===== src/rtl/ep0_pkg.sv =====
package ep0_pkg;
  parameter int unsigned REG_W = 32;

  localparam int unsigned BIT_STALL = 0;
  localparam int unsigned BIT_STS   = 1;
  localparam int unsigned BIT_DAT   = 2;
  localparam int unsigned BIT_CLR   = 4;
  localparam int unsigned BIT_FULL  = 5;

  localparam logic [1:0] TOK_SETUP = 2'b00;
  localparam logic [1:0] TOK_IN    = 2'b01;
  localparam logic [1:0] TOK_OUT   = 2'b10;
  localparam logic [1:0] TOK_NONE  = 2'b11;

  localparam logic [1:0] HS_NAK   = 2'b00;
  localparam logic [1:0] HS_ACK   = 2'b01;
  localparam logic [1:0] HS_STALL = 2'b10;
  localparam logic [1:0] HS_ZLP   = 2'b11;

  typedef struct packed {
    logic stall;
    logic sts;
    logic dat;
  } ctl_state_t;
endpackage


===== src/rtl/ep0_ctl_regs.sv =====
module ep0_ctl_regs
  import ep0_pkg::*;
#(
  parameter int unsigned W = REG_W
) (
  input  logic         clk_i,
  input  logic         rst_ni,
  input  logic         bus_rst_i,
  input  logic         wr_i,
  input  logic [W-1:0] wdata_i,
  input  logic         setup_i,
  input  logic         status_done_i,
  output ctl_state_t   st_o,
  output logic         buf_clr_o
);
  ctl_state_t st_q, st_d;
  logic       clr_q;

  always_comb begin
    st_d = st_q;
    if (wr_i) begin
      st_d.stall = wdata_i[BIT_STALL];
      if (wdata_i[BIT_STS]) st_d.sts = 1'b1;
      if (wdata_i[BIT_DAT]) st_d.dat = 1'b1;
    end
    // clears override sets
    if (status_done_i) st_d.sts = 1'b0;
    if (setup_i) begin
      st_d.sts = 1'b0;
      st_d.dat = 1'b0;
    end
    if (bus_rst_i) st_d = '0;
  end

  always_ff @(posedge clk_i or negedge rst_ni) begin
    if (!rst_ni) begin
      st_q  <= '0;
      clr_q <= 1'b0;
    end else begin
      st_q  <= st_d;
      clr_q <= wr_i && wdata_i[BIT_CLR] && !bus_rst_i;
    end
  end

  assign st_o      = st_q;
  assign buf_clr_o = clr_q;

  logic unused_wdata;
  assign unused_wdata = ^{wdata_i[W-1:BIT_FULL], wdata_i[3]};

  assert_bus_rst_clears_R8: assert property (@(posedge clk_i) disable iff (!rst_ni)
    bus_rst_i |=> (st_q == '0));
  assert_setup_clears_R5: assert property (@(posedge clk_i) disable iff (!rst_ni)
    setup_i |=> (!st_q.sts && !st_q.dat));
  assert_done_clears_R4: assert property (@(posedge clk_i) disable iff (!rst_ni)
    status_done_i |=> !st_q.sts);
  assert_setup_keeps_stall_R7: assert property (@(posedge clk_i) disable iff (!rst_ni)
    (setup_i && !wr_i && !bus_rst_i) |=> $stable(st_q.stall));
  assert_clr_pulse_R10: assert property (@(posedge clk_i) disable iff (!rst_ni)
    (!wr_i || bus_rst_i) |=> !buf_clr_o);
endmodule


===== src/rtl/ep0_hs_decode.sv =====
module ep0_hs_decode
  import ep0_pkg::*;
(
  input  logic       clk_i,
  input  logic       rst_ni,
  input  logic       bus_rst_i,
  input  logic       tok_vld_i,
  input  logic [1:0] tok_kind_i,
  input  ctl_state_t st_i,
  output logic       hs_vld_o,
  output logic [1:0] hs_code_o
);
  logic       take;
  logic [1:0] code_d;
  logic       vld_q;
  logic [1:0] code_q;

  assign take = tok_vld_i && !bus_rst_i && (tok_kind_i != TOK_NONE);

  always_comb begin
    if (tok_kind_i == TOK_SETUP)  code_d = HS_ACK;
    else if (st_i.stall)          code_d = HS_STALL;
    else if (!st_i.sts)           code_d = HS_NAK;
    else if (tok_kind_i == TOK_IN) code_d = HS_ZLP;
    else                          code_d = HS_ACK;
  end

  always_ff @(posedge clk_i or negedge rst_ni) begin
    if (!rst_ni) begin
      vld_q  <= 1'b0;
      code_q <= HS_NAK;
    end else begin
      vld_q <= take;
      if (take) code_q <= code_d;
    end
  end

  assign hs_vld_o  = vld_q;
  assign hs_code_o = code_q;

  assert_no_strobe_R9: assert property (@(posedge clk_i) disable iff (!rst_ni)
    !take |=> !hs_vld_o);
  assert_setup_ack_R7: assert property (@(posedge clk_i) disable iff (!rst_ni)
    (take && tok_kind_i == TOK_SETUP) |=> (hs_vld_o && hs_code_o == HS_ACK));
  assert_stall_wins_R6: assert property (@(posedge clk_i) disable iff (!rst_ni)
    (take && tok_kind_i != TOK_SETUP && st_i.stall) |=> (hs_code_o == HS_STALL));
  assert_nak_unarmed_R2: assert property (@(posedge clk_i) disable iff (!rst_ni)
    (take && tok_kind_i != TOK_SETUP && !st_i.stall && !st_i.sts) |=> (hs_code_o == HS_NAK));
  assert_status_in_R3: assert property (@(posedge clk_i) disable iff (!rst_ni)
    (take && tok_kind_i == TOK_IN && !st_i.stall && st_i.sts) |=> (hs_code_o == HS_ZLP));
endmodule


===== src/rtl/ep0_rd_mux.sv =====
module ep0_rd_mux
  import ep0_pkg::*;
#(
  parameter int unsigned W = REG_W
) (
  input  ctl_state_t   st_i,
  input  logic         buf_full_i,
  output logic [W-1:0] rdata_o
);
  for (genvar b = 0; b < W; b++) begin : g_bit
    if (b == BIT_STALL)     begin : g_s assign rdata_o[b] = st_i.stall; end
    else if (b == BIT_STS)  begin : g_t assign rdata_o[b] = st_i.sts;   end
    else if (b == BIT_DAT)  begin : g_d assign rdata_o[b] = st_i.dat;   end
    else if (b == BIT_FULL) begin : g_f assign rdata_o[b] = buf_full_i; end
    else                    begin : g_z assign rdata_o[b] = 1'b0;       end
  end
endmodule


===== src/rtl/ep0_phase_ctrl.sv =====
module ep0_phase_ctrl
  import ep0_pkg::*;
#(
  parameter int unsigned W = REG_W
) (
  input  logic         clk_i,
  input  logic         rst_ni,
  input  logic         bus_rst_i,
  input  logic         tok_vld_i,
  input  logic [1:0]   tok_kind_i,
  input  logic         status_done_i,
  input  logic         reg_wr_i,
  input  logic [W-1:0] reg_wdata_i,
  input  logic         buf_full_i,
  output logic [W-1:0] reg_rdata_o,
  output logic         buf_clr_o,
  output logic         hs_vld_o,
  output logic [1:0]   hs_code_o
);
  ctl_state_t st;
  logic       setup_seen;

  assign setup_seen = tok_vld_i && (tok_kind_i == TOK_SETUP);

  ep0_ctl_regs #(.W(W)) u_regs (
    .clk_i, .rst_ni, .bus_rst_i,
    .wr_i(reg_wr_i), .wdata_i(reg_wdata_i),
    .setup_i(setup_seen), .status_done_i,
    .st_o(st), .buf_clr_o
  );

  ep0_hs_decode u_hs (
    .clk_i, .rst_ni, .bus_rst_i,
    .tok_vld_i, .tok_kind_i, .st_i(st),
    .hs_vld_o, .hs_code_o
  );

  ep0_rd_mux #(.W(W)) u_rd (
    .st_i(st), .buf_full_i, .rdata_o(reg_rdata_o)
  );

  assert_reserved_zero_R1: assert property (@(posedge clk_i) disable iff (!rst_ni)
    (reg_rdata_o[W-1:BIT_FULL+1] == '0) && (reg_rdata_o[4:3] == 2'b00));
endmodule


===== config.mk =====
export PLATFORM = sky130hd
export DESIGN_NAME = ep0_phase_ctrl
export DESIGN_NICKNAME = d
export VERILOG_FILES = /design/src/rtl/ep0_pkg.sv /design/src/rtl/ep0_ctl_regs.sv /design/src/rtl/ep0_hs_decode.sv /design/src/rtl/ep0_rd_mux.sv /design/src/rtl/ep0_phase_ctrl.sv
export SDC_FILE = /design/constraint.sdc
export NUM_CORES = 1
export LEC_CHECK = 0
export BUFFER_PORTS_ARGS = -buffer_cell sky130_fd_sc_hd__buf_2
export CAP_MARGIN = 20
export CORE_MARGIN = 4
export CORE_UTILIZATION = 29
export CTS_CLUSTER_DIAMETER = 40
export DETAILED_ROUTE_END_ITERATION = 7
export PLACE_DENSITY = 0.78
export SYNTH_ARGS = -nofsm -noshare
export SYNTH_HDL_FRONTEND = slang
export SYNTH_SLANG_ARGS = --single-unit

===== constraint.sdc =====
create_clock -name clk_i -period 1.11 [get_ports clk_i]
set_input_delay 0.222 -clock clk_i [delete_from_list [all_inputs] [get_ports clk_i]]
set_output_delay 0.222 -clock clk_i [all_outputs]
set_load 0.01 [all_outputs]

# [Word level (Yosys, flattened, before mapping)]
# Cells that the tools add are included.
[word_totals] register_bits=7 latch_bits=0 ram_bits=0 romBits=0 input_bits=41 output_inout_bits=36 elab_cells=32 memories=0
[classes] add_sub_neg=0 multipliers=0 div_mod_pow=0 magnitude_cmp=0 n_eq_ne=2 shift=0 mux=10 bitwise=0 n_reduce_logical=14
[op_table] cell="2-bit two-way mux" n=5
[op_table] cell="4-bit nonzero test" n=2
[op_table] cell="3-bit two-way mux" n=2
[op_table] cell="3-bit nonzero test" n=2
[op_table] cell="1-bit logical AND" n=5
[op_table] cell="2-bit AND reduction" n=2
[op_table] cell="1-bit two-way mux" n=3
[op_table] cell="2-bit by 1-bit equality test with 1-bit output, second input constant" n=1
[op_table] cell="2-bit logical NOT" n=1
[op_table] cell="2-bit inequality test, second input constant" n=1
[op_table] cell="2-bit nonzero test" n=1
[op_table] cell="1-bit logical NOT" n=1

# [Depth between registers and ports, before layout]
# Gate-level depths: netlist (run 1).
[logic_depth] word_depth=5 depth_mapped=3 ltp_nobuf=3

# [By module]
# A second synthesis (run 1) with hierarchy kept.
[hier_totals] cells_unflattened=63 area_unflattened_um2=566.8
[modules_own_cells] mod="ep0_rd_mux" instances=1 cells_each=33 area_per_inst_um2=244.0 seq_area_each_um2=0.0
[modules_own_cells] mod="ep0_hs_decode" instances=1 cells_each=17 area_per_inst_um2=161.4 seq_area_each_um2=75.1
[modules_own_cells] mod="ep0_ctl_regs" instances=1 cells_each=12 area_per_inst_um2=148.9 seq_area_each_um2=100.1
[modules_own_cells] mod="ep0_phase_ctrl" instances=1 cells_each=1 area_per_inst_um2=12.5 seq_area_each_um2=0.0

# [Worst setup path before layout (run 1)]
# No wires, ideal clock.
[synth_path] path_type="register to register" start="register u_regs.st_q, in the netlist u_regs.st_o[1]" end="register u_hs.code_q[1] (netlist: u_hs.hs_code_o[1])" arrival_time_ns=0.791 setup_slack_ns=0.198 path_stages_with_launch=4 n_path_buf=0 synth_period_minus_slack_ns=0.912 cell_sequence="dfrtp_1 nor3_1 nor2_1 o22a_1"
[synth_between] elab_chain_len=3
[synth_lines] item="start, declared" line_no="ep0_ctl_regs.sv:16" text="ctl_state_t st_q, st_d;"
[synth_lines] item="start signal, assigned" line_no="ep0_ctl_regs.sv:40" text="st_q <= st_d;"
[synth_lines] item="2-bit two-way mux" line_no="ep0_hs_decode.sv:23" text="else if (!st_i.sts) code_d = HS_NAK;"
[synth_lines] item="2-bit two-way mux" line_no="ep0_hs_decode.sv:22" text="else if (st_i.stall) code_d = HS_STALL;"
[synth_lines] item="2-bit two-way mux" line_no="ep0_hs_decode.sv:21" text="if (tok_kind_i == TOK_SETUP) code_d = HS_ACK;"
[synth_lines] item="end signal, assigned" line_no="ep0_hs_decode.sv:34" text="if (take) code_q <= code_d;"
[synth_lines] item="end, declared" line_no="ep0_hs_decode.sv:16" text="logic [1:0] code_q;"
# Every way passes these cells.
# A chain may end at the register's enable or synchronous reset.

# [Worst setup path in the final report (run 1)]
[layout_path] start="register u_regs.st_q, in the netlist u_regs.st_o[2]" end="output reg_rdata_o[0]"
[layout_lines] item="end, declared" line_no="ep0_phase_ctrl.sv:15" text="output logic [W-1:0] reg_rdata_o,"
# No word-level cell between the ends.

==> results of run 1 <==
==> cell usage in the layout (no fill, tap or decap), drive strengths merged <==
cell and n:
a2111oi 1, nand2b 3, a21oi 4, nand2 1, inv 2, nor2 4
nor3 1, conb 28, a31oi 1, mux2i 1, dfrtp 7, and3 1
buf 18, a211oi 1, a221oi 1, o22a 1, clkbuf 4, dlygate4sd3 1
==> per-layer routing <==
| metal | track usage, % | share of wire, % | vias up |
|---|---|---|---|
| met1 | 6.67 | 30 | 174 |
| li1 | - | - | 179 |
| met2 | 15.2 | 60 | 17 |
| met4 | 4.04 | 0 | 0 |
| met3 | 3.79 | 9.9 | 0 |
| met5 | 0 | 0 | - |
==> per-stage QoR <==
stage	hold WS [ns]	instance area (µm²)	std cells
CTS	0.128	573	105
detailed placement	0.0637	537	100
floorplan	-0.0736	633	86
global placement	0.0586	537	100
finish	0.132	573	105
global route	0.124	573	105
==> worst reg2reg max path, cell delays in order, from the launching register on <==
cell and delay, ns:
dfrtp_1 0.42, inv_1 0.07, a221oi_1 0.31, nor2_1 0.08
==> worst paths after layout <==
kind,endpoint,slack (ns),cells after the start
hold / removal,u_regs.st_o[1],0.13,2
setup reg to reg,u_hs.hs_code_o[0],0.12,3
min in group asynchronous,u_regs.st_o[1],0.34,2
hold reg to reg,u_hs.hs_code_o[1],0.53,1
setup / recovery,reg_rdata_o[0],0.06,1
max in group asynchronous,u_hs.hs_code_o[1],0.62,2
==> logic make-up (layout without fill, tap and decap cells) <==
family	count (synthesis)	in the layout	share of synthesized area, %
AND/OR/NAND/NOR	10	10	9.65
buffers and inverters	31	25	42.4
other	1	28	0.705
flip-flops	7	7	32.9
multiplexers	1	1	1.88
AO/OA/AOI/OAI	9	9	12.5
==> power groups by stage <==
stage	clock network, W	registers, W	logic [W]
after floorplan	0	0.000302	0.000154
after global placement	0	0.000292	0.000147
after detailed placement	0	0.000293	0.000150
after CTS	0.000234	0.000289	0.000154
after global routing	0.000249	0.000292	0.000171
final	0.000229	0.000289	0.000155
==> layout make-up <==
class	instances	area [µm²]
Inverter	2	7.51
Sequential cell	7	175
Clock buffer	4	26.3
Fill cell	202	1150
Timing Repair Buffer	19	100
Multi-Input combinational cell	48	233
Tap cell	25	31.3
==> flip-flops by register name (all words and copies together), names as in the netlist <==
name / cells
u_regs.st_o: 3
u_hs.hs_code_o: 2
u_hs.hs_vld_o: 1
u_regs.buf_clr_o: 1
==> reports/metrics.cfg, run 1 <==
[run_status]
outcome=complete, no violations

[clocking]
clk_pin_slew_ns=0.05
clk_latency_ns=0.24
cts_setup_buffers=0
cts_resized=0
cts_tree=built
cts_buffers=3
clock_sinks=7
root_buffer=clkbuf_4
hold_buffers=1
clock_path_buffers=2
h-tree-depth=1

[floorplan]
core_area_um2=1730
die_y_um=50.8
row_count=15
dieArea_um2=2580
start_util_pct=30.8
chipWidth_um=50.8
io_pins=77

[power]
power_w=0.000673
internal_power_w=0.000466
p_leak_nw=0.326
p_switching_w=0.000207
p_per_area_nw_per_um2=1170
switching_share_pct=30.8
ir_drop_uv=277
comb_power_share_pct=23.0
pwr-share-clk_pct=34.0
pwr-share-seq_pct=43.0

[timing]
period_share_pct=94.6
finalCriticalPeriod_ns=1.05
hold_viol_final=0
timing.setup.tns_ns=0
setup_violations=0
report.final.slew_viol_count=0
worst_clock_skew_ns=0.000731
timing.fmax_mhz=953
rsz0062_at_grt=no
final.setup.worst_slack_ns=0.0605

[critical_path]
crit_required_ns=0.89
cp-startpoint=u_regs.st_o[2]
path_class=reg2out
path_cells=buf_2
r2r_start=u_regs.st_o[2]
end_kind=primary output
cp_max_fo=5
cp-start-kind=flop
cp_data_arrival_time_ns=0.83
crit_path_max_incr_delay_ns=0.42
slowest_stage=dfrtp_1
critPathTopFamily=flip-flops
path_buf_inv=1

[place]
post-place-ws_ns=0.0932
port_buffers=18
gp_congestion=0.674
dp_hpwl_um=873

[global_route]
grt_pass1_wl_um=1450
grt_max_degree=8
track_usage_pct=7.95
antenna_found_initial=0
grt_pass1_vias=335
gr-total-overflow=0

[route]
routed_via_density=3.52
drc=0
antenna_left=0
wl_per_cell_um=9.81
via_count=370
dr.pass1.iters=4
wl_um=1030
drt_iter0_markers=2

[final_layout]
finalNetCount=122
syn_to_final_growth_pct=7.76
fin_util_pct=33.2
diodes=0
layout-drive-gt1-share_pct=28.7

[synthesis]
syn-cell-area_um2=532
synthFlopType=dfrtp_1
synth_top_area_share_pct=40.9
synth.avg_cell_area_um2=9.01
synthTopCellsByArea=buf_4 (41%), dfrtp_1 (33%), a21oi_1 (3.8%), nand2b_1 (3.5%), a2111oi_2 (2.8%)
yosysSeqAreaShare_pct=32.9
synth_top_area_cell=buf_4
post-synth-top-count-cell=buf_4
yosys-top-cells-count=buf_4 (29), dfrtp_1 (7), a21oi_1 (4)
synth-seq-cells=7
syn_inst=59
yosysWarnings=0
yosysUniqueCellTypes=17
async_flop_share_pct=100
synth_edf_count=0

[worst_hold_path]
holdCritStartpoint=status_done_i
hold_path.class=in2reg

[job]
drv_cap=0

Note: power is estimated with default switching activity, not from simulation.
==> inputs of run 2 (changes only) <==
- GPL_TIMING_DRIVEN: not set -> 0
==> run 2 against run 1 <==
  * Cell count up 29%
  * Maximum frequency up 0.34%
  * Core utilization up 13 points
  * Routed wire length up 9.3%
  * First-iteration DRC count up 100%
  * Sequential share of layout area down 8.6 points
  * Combinational power up 52%
  * Register-to-register slack better by 0.05 ns
  * Sequential power about the same
  * Critical path type unchanged
  * Largest cell class is now non-clock buffers
==> reports/metrics.cfg, run 2 (synthesized netlist as in run 1, its figures left out) <==
[run_status]
outcome=complete, no violations

[route]
wl_per_cell_um=8.34
wl_um=1130
drt_iter0_markers=4
dr.pass1.iters=2
via_count=447
routed_via_density=3.31
antenna_left=0
drc=0

[final_layout]
fillCellCount=171
largest_reg_flops=3
seqCellArea_um2=175
multi_input_area_um2=233
syn_to_final_growth_pct=49.6
layout_commonest_cell=buf_4
finalNetCount=152
layout-drive-gt1-share_pct=48.2
final_cell_mix=buf_4 (29), conb_1 (28), buf_2 (19)
fin_cells=135
diodes=0

[worst_hold_path]
hold_path.class=in2reg

[global_route]
grt_pass1_vias=435
top_usage_layer=met2
antenna_found_initial=0
track_usage_pct=9.61
grt_pass1_wl_um=1820
grt_max_degree=8
met3_usage_pct=3.50
met1_usage_pct=8.45
use_met2_pct=18.5
gr-total-overflow=0

[timing]
setup_violations=0
report.final.slew_viol_count=0
period_share_pct=94.2
rsz0062_at_grt=no
timing.fmax_mhz=956
finalCriticalPeriod_ns=1.05
hold_viol_final=0
timing.setup.tns_ns=0
worst_clock_skew_ns=0.000500

[floorplan]
io_pins=77
dieArea_um2=2580
chipWidth_um=50.8
start_util_pct=30.8
core_area_um2=1730
die_y_um=50.8
row_count=15

[place]
dp_hpwl_um=1010
placed_cells_incl_taps=130
port_buffers=19
gp_congestion=0.723

[power]
p_per_area_nw_per_um2=949
p_leak_nw=0.488
ir_drop_uv=384

[clocking]
clk_latency_ns=0.25
cts_setup_buffers=0
cts_tree=built
cts_resized=0
clk_pin_slew_ns=0.05
h-tree-depth=1
clock_path_buffers=2
cts_buffers=3
clock_sinks=7
root_buffer=clkbuf_4
hold_buffers=1

[critical_path]
path_class=reg2out
cp-start-kind=flop
slowest_stage=dfrtp_1
path_buf_inv=1
crit_path_max_incr_delay_ns=0.41
crit_required_ns=0.89
path_cells=buf_2
end_kind=primary output
cp_data_arrival_time_ns=0.82
cp_max_fo=5
critPathTopFamily=flip-flops

[job]
drv_cap=0

## run 2: changes by cell type in the layout (fill, tap and decap cells not counted), sizes merged
cell,before,now
buf,18,48
## run 2: per-stage QoR
stage	hold WS [ns]	cell area (µm²)	setup WS, ns	power [W]	utilization, %
finish	0.125	796	0.0640	0.000755	46.1
global route	0.108	796	0.0103	0.000815	46.1
CTS	0.119	796	0.0553	0.000760	46.1
detailed placement	0.0668	759	0.143	0.000522	44.0
global placement	0.0581	759	0.176	0.000517	44.0
floorplan	-0.0736	633	0.198	0.000457	-
## run 2: cell type report
class                           count  share of cell area (%)
Buffer                             29                    27.4
Clock buffer                        4                    3.30
Inverter                            2                   0.943
Multi-Input combinational cell     48                    29.2
Sequential cell                     7                    22.0
Tap cell                           25                    3.93
Timing Repair Buffer               20                    13.2
## run 2: path summary, 6_finish.rpt
check,end,depth (start not counted),start,slack [ns]
min,u_regs.st_o[1],2,status_done_i,0.12
max reg2reg,u_hs.hs_code_o[0],3,u_regs.st_o[2],0.17
min in group asynchronous,u_hs.hs_code_o[0],2,rst_ni,0.33
min reg2reg,u_hs.hs_code_o[0],2,u_hs.hs_code_o[0],0.51
max,reg_rdata_o[0],1,u_regs.st_o[2],0.06
max in group asynchronous,u_regs.st_o[2],2,rst_ni,0.62
## run 2: report_power, final
part | switching [W] | internal [W]
sequential | 0.0000113 | 0.000276
combinational | 0.000116 | 0.000120
clock | 0.0000948 | 0.000137
## run 2: metal layers
metal / part of all wire, % / wire (µm)
met5: 0 / 0
met4: 2.0 / 23
met3: 7.6 / 86
met2: 61 / 683
met1: 30 / 333
==> inputs of run 3 (changes only) <==
- PLACE_DENSITY: 0.78 -> not set
- PLACE_DENSITY_LB_ADDON: not set -> 0.1
==> run 3 against run 2 <==
  * Critical path depth unchanged
  * Register-to-register slack about the same
  * Global-route usage is 0.92 points lower
  * Core utilization unchanged
  * Critical endpoint unchanged
  * Largest power group unchanged
  * Highest routed layer is now met3
==> reports/metrics.cfg, run 3 (synthesized netlist as in run 1, its figures left out) <==
[floorplan]
row_count=15
chipWidth_um=50.8
io_pins=77
start_util_pct=30.8
core_area_um2=1730
die_y_um=50.8
dieArea_um2=2580

[worst_hold_path]
hold_depth=2
hold_path.class=in2reg

[route]
via_count=451
wl_per_cell_um=8.00
dr.pass1.iters=4
drt_iter0_markers=5
wl_um=1080
drc=0
antenna_left=0
routed_via_density=3.34

[power]
p_leak_nw=0.488
ir_drop_uv=317
comb_power_share_pct=30.9
p_per_area_nw_per_um2=952
switching_share_pct=29.7
pwr-share-seq_pct=38.0
p_switching_w=0.000225
pwr-share-clk_pct=31.1
internal_power_w=0.000533

[critical_path]
path_class=reg2out
critPathTopFamily=flip-flops
end_kind=primary output
cp-start-kind=flop
cp_data_arrival_time_ns=0.83
r2r_setup_slack_ns=0.16
r2r_cells=3
slowest_stage=dfrtp_1
cp_max_fo=5
crit_required_ns=0.89
path_cells=buf_2
crit_path_max_incr_delay_ns=0.42
path_buf_inv=1
crit_cells=1

[clocking]
clk_pin_slew_ns=0.05
h-tree-depth=1
clock_path_buffers=2
clock_sinks=7
root_buffer=clkbuf_4
cts_buffers=3
cts_tree=built
cts_resized=0
clk_latency_ns=0.25
cts_setup_buffers=0

[final_layout]
fillCellCount=184
seqCellArea_um2=175
multi_input_area_um2=233
fin_cells=135
final_cell_mix=buf_4 (29), conb_1 (28), buf_2 (19)
syn_to_final_growth_pct=49.6
layout-drive-gt1-share_pct=48.2
largest_reg_flops=3
diodes=0
finalNetCount=152
layout_commonest_cell=buf_4

[timing]
rsz0062_at_grt=no
timing.fmax_mhz=949
hold_viol_final=0
worst_clock_skew_ns=0.00124
report.final.slew_viol_count=0
timing.setup.tns_ns=0
finalCriticalPeriod_ns=1.05
period_share_pct=95.0
setup_violations=0

[place]
placed_cells_incl_taps=130
gp_congestion=0.693
dp_hpwl_um=942
port_buffers=19

[global_route]
antenna_found_initial=0
gr-total-overflow=0
grt_max_degree=8
grt_pass1_vias=392
track_usage_pct=8.68
grt_pass1_wl_um=1640

[run_status]
outcome=complete, no violations

[job]
drv_cap=0

[run 3: cell counts in the layout (fill, tap and decap cells not counted)]
Identical to the previous run, type by type.
[run 3: per-stage QoR]
stage	hold slack (ns)	power (W)	area [µm²]	worst slack, ns	util (%)
floorplan	-0.0736	0.000457	633	0.198	-
global placement	0.0650	0.000519	759	0.157	44.0
detailed placement	0.0678	0.000521	759	0.141	44.0
CTS	0.118	0.000768	796	0.0419	46.1
global route	0.121	0.000815	796	0.0135	46.1
finish	0.125	0.000758	796	0.0560	46.1
[run 3: final timing paths]
kind,startpoint,to
max,u_regs.st_o[2],reg_rdata_o[0]
min,status_done_i,u_regs.st_o[1]
max reg2reg,u_regs.st_o[2],u_hs.hs_code_o[0]
min reg2reg,u_hs.hs_code_o[1],u_hs.hs_code_o[1]
max in group asynchronous,rst_ni,u_regs.st_o[0]
min in group asynchronous,rst_ni,u_hs.hs_vld_o
[run 3: timing repair]
item / 4_1_cts / 5_1_grt
endpoints found under the hold margin: 7 / 0
hold buffers: 1 / 0
endpoints found under the setup margin: 0 / 0
[run 3: cell type report]
type	instances	share of cell area, %
Clock buffer	4	3.30
Multi-Input combinational cell	48	29.2
Timing Repair Buffer	20	13.2
Buffer	29	27.4
Tap cell	25	3.93
Sequential cell	7	22.0
Inverter	2	0.943
[run 3: power by group through the flow]
stage / logic [W] / registers, W / clock network, W
floorplan: 0.000154 / 0.000302 / 0
finish: 0.000235 / 0.000288 / 0.000235
global placement: 0.000227 / 0.000292 / 0
CTS: 0.000232 / 0.000288 / 0.000248
global route: 0.000259 / 0.000290 / 0.000265
detailed placement: 0.000229 / 0.000292 / 0
[run 3: routing by layer]
| layer | wire length, µm | GRT usage (%) | up-vias |
|---|---|---|---|
| met5 | 0 | 0 | - |
| met3 | 116 | 4.08 | 0 |
| met4 | 0 | 5.38 | 0 |
| met2 | 539 | 14.1 | 26 |
| li1 | - | - | 239 |
| met1 | 424 | 8.99 | 186 |
